[config.mk]
export PLATFORM = sky130hd
export DESIGN_NAME = stored_prog_seq
export DESIGN_NICKNAME = d
export VERILOG_FILES = /design/src/rtl/sps_pkg.sv /design/src/rtl/sps_alu.sv /design/src/rtl/sps_ctrl.sv /design/src/rtl/sps_dpath.sv /design/src/rtl/stored_prog_seq.sv
export SDC_FILE = /design/constraint.sdc
export NUM_CORES = 1
export LEC_CHECK = 0
export BUFFER_PORTS_ARGS = -buffer_cell sky130_fd_sc_hd__buf_2
export CORE_MARGIN = 2
export CORE_UTILIZATION = 45
export CTS_CLUSTER_DIAMETER = 200
export DETAILED_ROUTE_END_ITERATION = 7
export PLACE_DENSITY = 0.73
export REMOVE_ABC_BUFFERS = 1
export SLEW_MARGIN = 20
export SYNTH_ARGS = -nofsm -noshare
export SYNTH_HDL_FRONTEND = slang
export SYNTH_SLANG_ARGS = --single-unit
[constraint.sdc]
create_clock -name clk -period 4.8 [get_ports clk]
set_clock_uncertainty 0.15 [all_clocks]
set_input_delay 0.96 -clock clk [delete_from_list [all_inputs] [get_ports clk]]
set_output_delay 0.96 -clock clk [all_outputs]
set_load 0.02 [all_outputs]
[src/rtl/sps_pkg.sv]
package sps_pkg;

    localparam int unsigned SPS_OP_W   = 4;
    localparam int unsigned SPS_ADDR_W = 12;

    typedef enum logic [SPS_OP_W-1:0] {
        OP_LOAD  = 4'h0,
        OP_STORE = 4'h1,
        OP_ADD   = 4'h2,
        OP_SUB   = 4'h3,
        OP_AND   = 4'h4,
        OP_OR    = 4'h5,
        OP_NOT   = 4'h6,
        OP_JUMP  = 4'h7,
        OP_BRZ   = 4'h8,
        OP_HALT  = 4'hF
    } opcode_e;

    typedef enum logic [3:0] {
        S_FETCH,
        S_FWAIT,
        S_FREAD,
        S_ADVANCE,
        S_DECODE,
        S_ADDR,
        S_OWAIT,
        S_OREAD,
        S_EXEC,
        S_STORE,
        S_HALT
    } state_e;

    typedef enum logic [2:0] {
        ALU_PASS,
        ALU_ADD,
        ALU_SUB,
        ALU_AND,
        ALU_OR,
        ALU_INV
    } alu_op_e;

    typedef struct packed {
        logic mar_ld;
        logic mar_from_pc;
        logic mbr_from_mem;
        logic mbr_from_acc;
        logic ir_ld;
        logic pc_inc;
        logic pc_ld;
        logic acc_ld;
        logic z_ld;
    } dp_ctrl_t;

    function automatic logic op_reads_mem(input opcode_e op);
        case (op)
            OP_LOAD, OP_ADD, OP_SUB, OP_AND, OP_OR: return 1'b1;
            default:                                return 1'b0;
        endcase
    endfunction

    function automatic logic op_sets_flag(input opcode_e op);
        case (op)
            OP_ADD, OP_SUB, OP_AND, OP_OR, OP_NOT: return 1'b1;
            default:                               return 1'b0;
        endcase
    endfunction

    function automatic logic op_reg_only(input opcode_e op);
        case (op)
            OP_NOT, OP_JUMP, OP_BRZ: return 1'b1;
            default:                 return 1'b0;
        endcase
    endfunction

    function automatic alu_op_e op_to_alu(input opcode_e op);
        case (op)
            OP_ADD:  return ALU_ADD;
            OP_SUB:  return ALU_SUB;
            OP_AND:  return ALU_AND;
            OP_OR:   return ALU_OR;
            OP_NOT:  return ALU_INV;
            default: return ALU_PASS;
        endcase
    endfunction

endpackage

[src/rtl/sps_alu.sv]
module sps_alu
    import sps_pkg::*;
#(
    parameter int unsigned DATA_W = 16
)(
    input  alu_op_e           op,
    input  logic [DATA_W-1:0] a,
    input  logic [DATA_W-1:0] b,
    output logic [DATA_W-1:0] y,
    output logic              zero
);

    always_comb begin
        case (op)
            ALU_ADD: y = a + b;
            ALU_SUB: y = a - b;
            ALU_AND: y = a & b;
            ALU_OR:  y = a | b;
            ALU_INV: y = ~a;
            default: y = b;
        endcase
    end

    assign zero = (y == '0);

endmodule

[src/rtl/sps_ctrl.sv]
module sps_ctrl
    import sps_pkg::*;
(
    input  logic                clk,
    input  logic                rst,
    input  logic [SPS_OP_W-1:0] opcode,
    input  logic                zero_flag,
    output state_e              state,
    output dp_ctrl_t            dp,
    output alu_op_e             alu_op,
    output logic                mem_we,
    output logic                halt
);

    opcode_e op;
    state_e  nxt;

    assign op = opcode_e'(opcode);

    always_ff @(posedge clk) begin
        if (rst) state <= S_FETCH;
        else     state <= nxt;
    end

    always_comb begin
        nxt = state;
        case (state)
            S_FETCH:   nxt = S_FWAIT;
            S_FWAIT:   nxt = S_FREAD;
            S_FREAD:   nxt = S_ADVANCE;
            S_ADVANCE: nxt = S_DECODE;
            S_DECODE: begin
                if (op == OP_HALT)
                    nxt = S_HALT;
                else if (op_reads_mem(op) || op == OP_STORE)
                    nxt = S_ADDR;
                else if (op_reg_only(op))
                    nxt = S_EXEC;
                else
                    nxt = S_FETCH;
            end
            S_ADDR:    nxt = (op == OP_STORE) ? S_EXEC : S_OWAIT;
            S_OWAIT:   nxt = S_OREAD;
            S_OREAD:   nxt = S_EXEC;
            S_EXEC:    nxt = (op == OP_STORE) ? S_STORE : S_FETCH;
            S_STORE:   nxt = S_FETCH;
            S_HALT:    nxt = S_HALT;
            default:   nxt = S_FETCH;
        endcase
    end

    always_comb begin
        dp     = '0;
        alu_op = ALU_PASS;
        mem_we = 1'b0;
        halt   = 1'b0;
        case (state)
            S_FETCH: begin
                dp.mar_ld      = 1'b1;
                dp.mar_from_pc = 1'b1;
            end
            S_FREAD:   dp.mbr_from_mem = 1'b1;
            S_ADVANCE: begin
                dp.ir_ld  = 1'b1;
                dp.pc_inc = 1'b1;
            end
            S_ADDR:    dp.mar_ld = 1'b1;
            S_OREAD:   dp.mbr_from_mem = 1'b1;
            S_EXEC: begin
                alu_op = op_to_alu(op);
                case (op)
                    OP_STORE: dp.mbr_from_acc = 1'b1;
                    OP_JUMP:  dp.pc_ld = 1'b1;
                    OP_BRZ:   dp.pc_ld = zero_flag;
                    default: begin
                        dp.acc_ld = op_reads_mem(op) || op_sets_flag(op);
                        dp.z_ld   = op_sets_flag(op);
                    end
                endcase
            end
            S_STORE:   mem_we = 1'b1;
            S_HALT:    halt = 1'b1;
            default: ;
        endcase
    end

endmodule

[src/rtl/sps_dpath.sv]
module sps_dpath
    import sps_pkg::*;
#(
    parameter int unsigned ADDR_W = 12,
    parameter int unsigned DATA_W = 16
)(
    input  logic              clk,
    input  logic              rst,
    input  dp_ctrl_t          c,
    input  logic [DATA_W-1:0] mem_rdata,
    input  logic [DATA_W-1:0] alu_y,
    input  logic              alu_zero,
    output logic [ADDR_W-1:0] pc,
    output logic [DATA_W-1:0] ir,
    output logic [ADDR_W-1:0] mar,
    output logic [DATA_W-1:0] mbr,
    output logic [DATA_W-1:0] acc,
    output logic              zf
);

    logic [ADDR_W-1:0] field;
    assign field = ir[ADDR_W-1:0];

    always_ff @(posedge clk) begin
        if (rst) begin
            pc  <= '0;
            ir  <= '0;
            mar <= '0;
            mbr <= '0;
            acc <= '0;
            zf  <= 1'b0;
        end else begin
            if (c.mar_ld)
                mar <= c.mar_from_pc ? pc : field;
            if (c.mbr_from_mem)
                mbr <= mem_rdata;
            else if (c.mbr_from_acc)
                mbr <= acc;
            if (c.ir_ld)
                ir <= mbr;
            if (c.pc_ld)
                pc <= field;
            else if (c.pc_inc)
                pc <= pc + 1'b1;
            if (c.acc_ld)
                acc <= alu_y;
            if (c.z_ld)
                zf <= alu_zero;
        end
    end

endmodule

[src/rtl/stored_prog_seq.sv]
module stored_prog_seq
    import sps_pkg::*;
#(
    parameter int unsigned ADDR_W = SPS_ADDR_W,
    localparam int unsigned DATA_W = SPS_OP_W + ADDR_W
)(
    input  logic              clk,
    input  logic              rst,
    output logic [ADDR_W-1:0] mem_addr,
    output logic [DATA_W-1:0] mem_wdata,
    output logic              mem_we,
    input  logic [DATA_W-1:0] mem_rdata,
    output logic              halt,
    output logic [ADDR_W-1:0] dbg_pc,
    output logic [DATA_W-1:0] dbg_ir,
    output logic [DATA_W-1:0] dbg_acc
);

    state_e            st;
    dp_ctrl_t          dpc;
    alu_op_e           aop;
    logic [ADDR_W-1:0] pc;
    logic [DATA_W-1:0] ir;
    logic [ADDR_W-1:0] mar;
    logic [DATA_W-1:0] mbr;
    logic [DATA_W-1:0] acc;
    logic              zf;
    logic [DATA_W-1:0] alu_y;
    logic              alu_zero;

    sps_ctrl u_ctrl (
        .clk       (clk),
        .rst       (rst),
        .opcode    (ir[DATA_W-1 -: SPS_OP_W]),
        .zero_flag (zf),
        .state     (st),
        .dp        (dpc),
        .alu_op    (aop),
        .mem_we    (mem_we),
        .halt      (halt)
    );

    sps_alu #(.DATA_W(DATA_W)) u_alu (
        .op   (aop),
        .a    (acc),
        .b    (mbr),
        .y    (alu_y),
        .zero (alu_zero)
    );

    sps_dpath #(.ADDR_W(ADDR_W), .DATA_W(DATA_W)) u_dpath (
        .clk       (clk),
        .rst       (rst),
        .c         (dpc),
        .mem_rdata (mem_rdata),
        .alu_y     (alu_y),
        .alu_zero  (alu_zero),
        .pc        (pc),
        .ir        (ir),
        .mar       (mar),
        .mbr       (mbr),
        .acc       (acc),
        .zf        (zf)
    );

    assign mem_addr  = mar;
    assign mem_wdata = mbr;
    assign dbg_pc    = pc;
    assign dbg_ir    = ir;
    assign dbg_acc   = acc;

endmodule

### Word-level counts from Yosys, hierarchy flattened

Index checks and enable logic that the tools add are counted.

* register bits after elaboration: 77
* input port bits: 18
* output and inout port bits: 74
* logic and storage cells: 87

* add/subtract/negate cells: 3
* eq/ne operators: 24
* muxes and demuxes: 37
* bitwise gates (word level): 3
* reductions and logical operators: 13

Operator list (count)
* $pmux 16 s5: 1
* $pmux 4 s10: 1
* $mux 12: 3
* $eq 4x3->1 const B: 8
* $mux 16: 2
* $eq 4x4->1 const B: 5
* $mux 4: 5
* $mux 1: 19
* $add 16x16->16: 1
* $and 16x16->16: 1
* $eq 4x2->1 const B: 4
* $logic_not 16->1: 1
* $not 16->16: 1
* $or 16x16->16: 1
* $sub 16x16->16: 1
* $pmux 3 s5: 1
* $add 12x1->12 const B: 1
* $reduce_or 5->1: 2
* $eq 4x1->1 const B: 2
* $logic_not 4->1: 2
* $eq 3x2->1 const B: 2
* $eq 3x3->1 const B: 2
* $mux 3: 2
* $reduce_or 3->1: 2
* 6 further kinds: 10

### Longest topological paths before layout

Gate-level depths: netlist of the first run.

* depth in word-level cells: 13
* depth in mapped cells: 17

### Hierarchy

A second synthesis of the first run with hierarchy kept.

* cell total of the unflattened synthesis: 680
* area, all modules: 5417.7 um^2

By module, submodules not included
* sps_dpath: times used 1, cells each 328, area each 3051.7 um^2
* sps_alu: times used 1, cells each 280, area each 1868.0 um^2
* sps_ctrl: times used 1, cells each 72, area each 498.0 um^2

### Least setup slack after synthesis of the first run

OpenSTA, ideal clock, no wires.

* path kind: reg-to-reg
* start point: register u_ctrl.state[2]
* end point: register u_dpath.zf
* arrival: 3.990 ns
* required time: 4.591 ns
* path slack: 0.601 ns
* stages on the path, launching flop included: 18
* path buffers: 3
* period minus slack after synthesis: 4.199 ns
* cell sequence: dfxtp_1 > clkbuf_1 > nor4b_1 > clkbuf_1 > nand3_1 > clkbuf_1 > nor2_1 > a21oi_1 > fa_1 > a21o_1 > a2111oi_0 > o31ai_1 > xnor2_1 > a221oi_1 > nand4_1 > nor4_1 > nand4_1 > nand2_1

* longest elaborated chain between the ends: 5

RTL lines
* start, declared: RTL line sps_ctrl.sv:8 `output state_e state,`
* start signal, assigned: RTL line sps_ctrl.sv:22 `else state <= nxt;`
* $eq 4x4->1 (*)
* $mux 3: RTL line sps_ctrl.sv:57 `case (state)`
* $eq 3x3->1 (tied with other cells): RTL line sps_alu.sv:14 `case (op)`
* $pmux 16 s5: RTL line sps_alu.sv:14
* $logic_not 16->1: RTL line sps_alu.sv:24 `assign zero = (y == '0);`
* end signal, assigned: RTL line sps_dpath.sv:48 `zf <= alu_zero;`
* end, declared: RTL line sps_dpath.sv:18 `output logic zf`

Mark *: on every way between the ends. The rest lies on a longest branch, timed or not.
A chain may end at the register's enable or synchronous reset.

### Final worst setup path of the first run

* start point: register u_ctrl.state[3]
* end point: register u_dpath.zf

Same word-level chain as after synthesis.

==> impl_metrics.env, run 1 <==
export IMPL_numCtsBuffers=9
export IMPL_clkLatencyLatePin_ps=340
export IMPL_drtIter0Drc=597
export IMPL_worstPathArrival_ps=4490
export IMPL_vias_per_cell=6.191
export IMPL_dr_pass1_iters=5
export IMPL_path_class="flip-flop to flip-flop"
export IMPL_die_height_microns=111.2
export IMPL_top_layer_used="met4"
export IMPL_start_util_pct=45.71
export IMPL_worst_slack_ps=449.2
export IMPL_final_layout_size_suffix_gt1_share_pct=17.74
export IMPL_clkTransAtPathRegs_ps=60
export IMPL_netlist_instances=691
export IMPL_vias=5597
export IMPL_status="finished clean"
export IMPL_grt_antenna_before_repair=0
export IMPL_place_congestion=0.9268
export IMPL_syn_area_sq_mm=0.005175
export IMPL_utilization_pct=53.79
export IMPL_ir_worst_vdd_uv=283.6
export IMPL_clock_sinks=77
export IMPL_pin_count=92
export IMPL_cts_tree="built"
export IMPL_wl_mm=16.26
export IMPL_grt_pass1_vias=5234
export IMPL_synth_cell_types=64
export IMPL_synth_top_area_share_pct=29.79
export IMPL_path_max_fanout=12
export IMPL_fillCellCount=1097
export IMPL_endpoint_kind="flip-flop"
export IMPL_max_cap_violations=0
export IMPL_htree_levels=3
export IMPL_grt_max_degree=56
export IMPL_placed_area_sq_mm=0.005743
export IMPL_antenna_cells=0
export IMPL_setup_viol_count_final=0
export IMPL_grt_total_usage_pct=25.96
export IMPL_die_width_microns=111.2
export IMPL_fin_area_sq_mm=0.006090
export IMPL_ant_nets=0
export IMPL_area_growth_pct=17.67
export IMPL_std_cell_rows=39
export IMPL_min_period_ps=4351
export IMPL_yosysTopAreaCell="dfxtp_1"
export IMPL_rsz0062_at_grt="no"
export IMPL_fin_nets=794
export IMPL_grt_pass1_wl_mm=26.63
export IMPL_hold_path_depth=2
export IMPL_cts_hold_buf=0
export IMPL_ys_seq_area_share_pct=29.79
export IMPL_fin_crit_sh_pct=90.64
export IMPL_wl_met1_mm=7.091
export IMPL_clockBufferDepth=2
export IMPL_synth_area_top_cells="dfxtp_1 (30%), nor2_1 (6.9%), a211oi_1 (5.7%)"
export IMPL_remaining_drc_errors=0
export IMPL_timing_fmax_ghz=0.2298
export IMPL_tightest_slew_ps=941.8
export IMPL_hp_class="flip-flop to flip-flop"
export IMPL_die_area_sq_mm=0.01237
export IMPL_powerDensity_mw_per_mm2=338.6
export IMPL_synth_flop_cell="dfxtp_1"
export IMPL_yosysMostFrequentCell="nor2_1"
export IMPL_crit_path_start_kind="flip-flop"
export IMPL_overflow=0
export IMPL_fin_hold_ws_ps=339.9
export IMPL_detail_route_wl_per_cell_microns=17.98
export IMPL_fp_coreArea_sq_mm=0.01132
export IMPL_root_buffer="clkbuf_16"
export IMPL_syn_area_per_cell_sq_um=7.489
export IMPL_met3_length_mm=1.138
export IMPL_dp_hpwl_mm=11.84
export IMPL_reg2reg_depth=15
export IMPL_maxSlewViolCount=0
export IMPL_met2_length_mm=7.671
export IMPL_synthTopCellsByCount="nor2_1 (95), dfxtp_1 (77), nand2_1 (67), a21oi_1 (56), clkbuf_1 (47)"
export IMPL_crit_required_ps=4940
export IMPL_slew_headroom_pct=36.84
export IMPL_portBuffers=91
export IMPL_ys_seq_elements=77
export IMPL_yosysWarnings=0
export IMPL_hold_viol_final=0
export IMPL_synth_edf_count=0
export IMPL_dp_slack_ps=353.2
export IMPL_p_leak_nw=2.513
export IMPL_synth_async_reset_ratio_pct=0
report_power, final:
| part | internal [W] | leakage (nW) | switching (W) |
|---|---|---|---|
| combinational | 0.000240 | 1.72 | 0.000352 |
| sequential | 0.000671 | 0.626 | 0.0000538 |
| clock | 0.000482 | 0.163 | 0.000264 |
sequential cells by signal (all words and copies together) (netlist names):
register / count
u_dpath.acc: 16
u_dpath.zf: 1
u_dpath.pc: 12
u_dpath.mar: 12
u_dpath.ir: 16
u_dpath.mbr: 16
u_ctrl.state: 4
area by class of cell:
type / count / area [sq um] / share of cell area [%]
multi-input combinational: 545 / 3392 / 55.70
inverter: 14 / 52.55 / 0.8630
timing repair buffer: 109 / 598.1 / 9.821
clock buffer: 12 / 256.5 / 4.212
sequential: 77 / 1541 / 25.31
tap: 143 / 178.9 / 2.938
clock inverter: 4 / 70.07 / 1.151
per-layer routing:
metal,up-vias,track usage [%]
li1,2667,-
met2,262,43.46
met1,2639,34.34
met4,0,9.218
met5,-,0
met3,29,3.445
stage by stage:
stage               power, W  TNS [ps]  cells
floorplan           0.001138     -3652    636
global placement    0.001294         0    887
detailed placement  0.001311         0    887
CTS                 0.002053         0    903
global route        0.002154         0    904
finish              0.002062         0    904
worst max-delay path: stages (launching register included):
cell	delay (ps)
dfxtp_1	520
or4b_1	640
nor3_2	370
nor2_1	90
xnor2_1	140
ha_1	340
a21o_1	220
a2111oi_0	510
buf_4	220
o31ai_1	90
xnor2_1	150
a221oi_1	360
nand4_1	140
nor4_1	170
nand4_1	120
nand2_1	80
cells by family after synthesis:
logic type	count (synthesis)	share of synthesized area [%]
xor+xnor	30	5.077
simple gates	279	25.41
flops	77	29.79
buf+inv	69	5.126
fa+ha+maj	20	4.981
compound gates	196	25.70
mux	20	3.917
repair_timing:
| action | 4_1_cts | 5_1_grt |
|---|---|---|
| buffers inserted | 0 | 0 |
| resized for setup | 0 | 1 |
| setup endpoints to repair | 0 | 1 |
worst paths after layout:
path                                    from                         end  slack, ps
hold / removal    u_dpath.ir[3]$_SDFFE_PP0P_  u_dpath.ir[3]$_SDFFE_PP0P_        340
hold reg to reg   u_dpath.ir[3]$_SDFFE_PP0P_  u_dpath.ir[3]$_SDFFE_PP0P_        340
setup / recovery  u_ctrl.state[3]$_SDFF_PP0_     u_dpath.zf$_SDFFE_PP0P_        450
setup reg to reg  u_ctrl.state[3]$_SDFF_PP0_     u_dpath.zf$_SDFFE_PP0P_        450
cell usage in the layout (no fill, tap or decap), types with 18 or more instances in the layout:
cell	synthesis	routed
mux2i_1	18	18
a211oi_1	39	39
a21oi_1	56	56
ha_1	19	19
buf_2	2	91
dfxtp_1	77	77
nor3_1	24	23
nor2_1	95	95
xor2_1	19	19
nand2_1	67	67
o21ai_0	23	23
nand3_1	24	24
Note: power is estimated with default switching activity, not from simulation.
==> inputs of run 2 (changes only) <==
Settings changed: CORE_ASPECT_RATIO set to 1.75.
==> impl_metrics.env, run 2 (synthesis results as in run 1) <==
export IMPL_utilization_pct=54.11
export IMPL_hold_path_depth=2
export IMPL_vias=5598
export IMPL_clkTransAtPathRegs_ps=70
export IMPL_grt_antenna_before_repair=0
export IMPL_slew_headroom_pct=32.46
export IMPL_grt_pass1_vias=5484
export IMPL_seq_power_share_pct=35.9
export IMPL_pin_count=92
export IMPL_placedCellCount=873
export IMPL_hold_viol_final=0
export IMPL_worstPathArrival_ps=4510
export IMPL_tightest_slew_ps=1005
export IMPL_min_period_ps=4367
export IMPL_clkLatencyLatePin_ps=350
export IMPL_dr_pass1_iters=5
export IMPL_ant_nets=0
export IMPL_overflow=0
export IMPL_remaining_drc_errors=0
export IMPL_hp_class="flip-flop to flip-flop"
export IMPL_die_height_microns=145.9
export IMPL_crit_top_cell="o211ai_1"
export IMPL_combPwrFrac_pct=28.9
export IMPL_drtIter0Drc=388
export IMPL_clockBufferDepth=2
export IMPL_setup_tns_ps=0
export IMPL_final_common_cell="nor2_1"
export IMPL_final_cells=890
export IMPL_fin_nets=791
export IMPL_start_util_pct=46.34
export IMPL_intPower_w=0.001320
export IMPL_p_sw_w=0.0007013
export IMPL_path_class="flip-flop to flip-flop"
export IMPL_rsz0062_at_grt="no"
export IMPL_vias_per_cell=6.290
export IMPL_reg2reg_depth=14
export IMPL_cts_resized=0
export IMPL_status="finished clean"
export IMPL_clockPowerShare_pct=35.3
export IMPL_numCtsBuffers=9
export IMPL_slowest_delay_ps=640
export IMPL_fin_crit_sh_pct=90.97
export IMPL_dp_hpwl_mm=12.27
export IMPL_root_buffer="clkbuf_16"
export IMPL_ir_worst_vdd_uv=229.5
export IMPL_grt_max_degree=78
export IMPL_slowest_stage="or4b_1"
export IMPL_wl_mm=16.80
export IMPL_die_area_sq_mm=0.01241
export IMPL_fp_coreArea_sq_mm=0.01117
export IMPL_r2r_start="u_ctrl.state[3]$_SDFF_PP0_"
export IMPL_netSwitchingFraction_pct=34.69
export IMPL_endpoint_kind="flip-flop"
export IMPL_powerDensity_mw_per_mm2=334.6
export IMPL_worst_path_stages=14
export IMPL_setup_viol_count_final=0
export IMPL_p_leak_nw=2.482
export IMPL_layout_common_cells="nor2_1 (95), buf_2 (91), dfxtp_1 (77), nand2_1 (67), a21oi_1 (56)"
export IMPL_path_max_fanout=12
export IMPL_cp_startpoint="u_ctrl.state[3]$_SDFF_PP0_"
export IMPL_max_cap_violations=0
export IMPL_cts_hold_buf=0
export IMPL_grt_pass1_wl_mm=27.17
export IMPL_crit_path_cell_trace="or4b_1, nor3_2, a31oi_1, xnor2_1, ha_1, and4_1, o211ai_1, a211oi_1, nor3_1, o311ai_0, o211ai_1, nor4_1, nand4_1, nand2_1"
export IMPL_final_layout_size_suffix_gt1_share_pct=17.55
export IMPL_grt_total_usage_pct=26.89
export IMPL_place_congestion=0.9747
export IMPL_fillCellCount=1083
export IMPL_std_cell_rows=51
export IMPL_clock_sinks=77
export IMPL_post_cts_buffers=0
export IMPL_area_growth_pct=16.76
export IMPL_portBuffers=91
export IMPL_hold_start="u_dpath.ir[5]$_SDFFE_PP0P_"
export IMPL_crit_path_start_kind="flip-flop"
export IMPL_reg_top3="u_dpath.acc: 16 flops, u_dpath.ir: 16 flops, u_dpath.mbr: 16 flops"
export IMPL_ff2ff_setup_slack_ps=430
export IMPL_cp_top_family="simple AND/OR/NAND/NOR gates"
export IMPL_die_width_microns=85.07
export IMPL_antenna_cells=0
export IMPL_maxSlewViolCount=0
export IMPL_timing_fmax_ghz=0.2290
export IMPL_htree_levels=3
export IMPL_detail_route_wl_per_cell_microns=18.88
export IMPL_cts_tree="built"
export IMPL_crit_required_ps=4940
export IMPL_path_buf_inv=0
run 2: cell types whose count changed in the layout (fill, tap and decap cells not counted), moves of 2 or more:
cell      change
buf_4         -3
clkinv_4      +3
clkbuf_8      -2
clkinv_2      -2
run 2: metal layers:
metal	vias to the layer above	global-route usage (%)	routed length (microns)
li1	2664	-	-
met1	2614	29.68	6304
met2	248	46.84	8498
met3	72	3.290	981
met4	0	18.25	1014
met5	-	0	0
run 2: power groups by stage:
| stage | logic [W] | clock network [W] | registers [W] |
|---|---|---|---|
| CTS | 0.000576 | 0.000725 | 0.000722 |
| finish | 0.000583 | 0.000713 | 0.000725 |
| floorplan | 0.000379 | 0 | 0.000758 |
| global placement | 0.000558 | 0 | 0.000735 |
| detailed placement | 0.000572 | 0 | 0.000736 |
| global route | 0.000641 | 0.000748 | 0.000730 |
run 2: stage by stage:
| step | hold slack, ps | cell area (sq um) | total power, W | worst slack, ps |
|---|---|---|---|---|
| finish | 339.7 | 6042 | 0.002022 | 433.3 |
| global route | 370.5 | 6042 | 0.002119 | 66.77 |
| CTS | 342.0 | 6025 | 0.002023 | 318.0 |
| detailed placement | 332.8 | 5715 | 0.001309 | 319.4 |
| global placement | 325.0 | 5715 | 0.001293 | 428.2 |
| floorplan | 294.8 | 4962 | 0.001138 | -767.0 |
run 2: area by class of cell:
class | count | area, sq um | share of cell area (%)
tap | 132 | 165.2 | 2.733
clock buffer | 9 | 225.2 | 3.727
timing repair buffer | 106 | 571.8 | 9.464
multi-input combinational | 545 | 3402 | 56.31
inverter | 14 | 52.55 | 0.8697
sequential | 77 | 1541 | 25.51
clock inverter | 7 | 83.83 | 1.387
run 2: final timing paths:
check                                                   to
worst min register to register  u_dpath.ir[5]$_SDFFE_PP0P_
worst min-delay path            u_dpath.ir[5]$_SDFFE_PP0P_
worst max-delay path               u_dpath.zf$_SDFFE_PP0P_
worst max register to register     u_dpath.zf$_SDFFE_PP0P_
run 2: worst min-delay path, delay by kind of cell (launching register included):
kind	cells	cell delay [ps]
compound gates	1	50
simple gates	1	60
flops	1	330
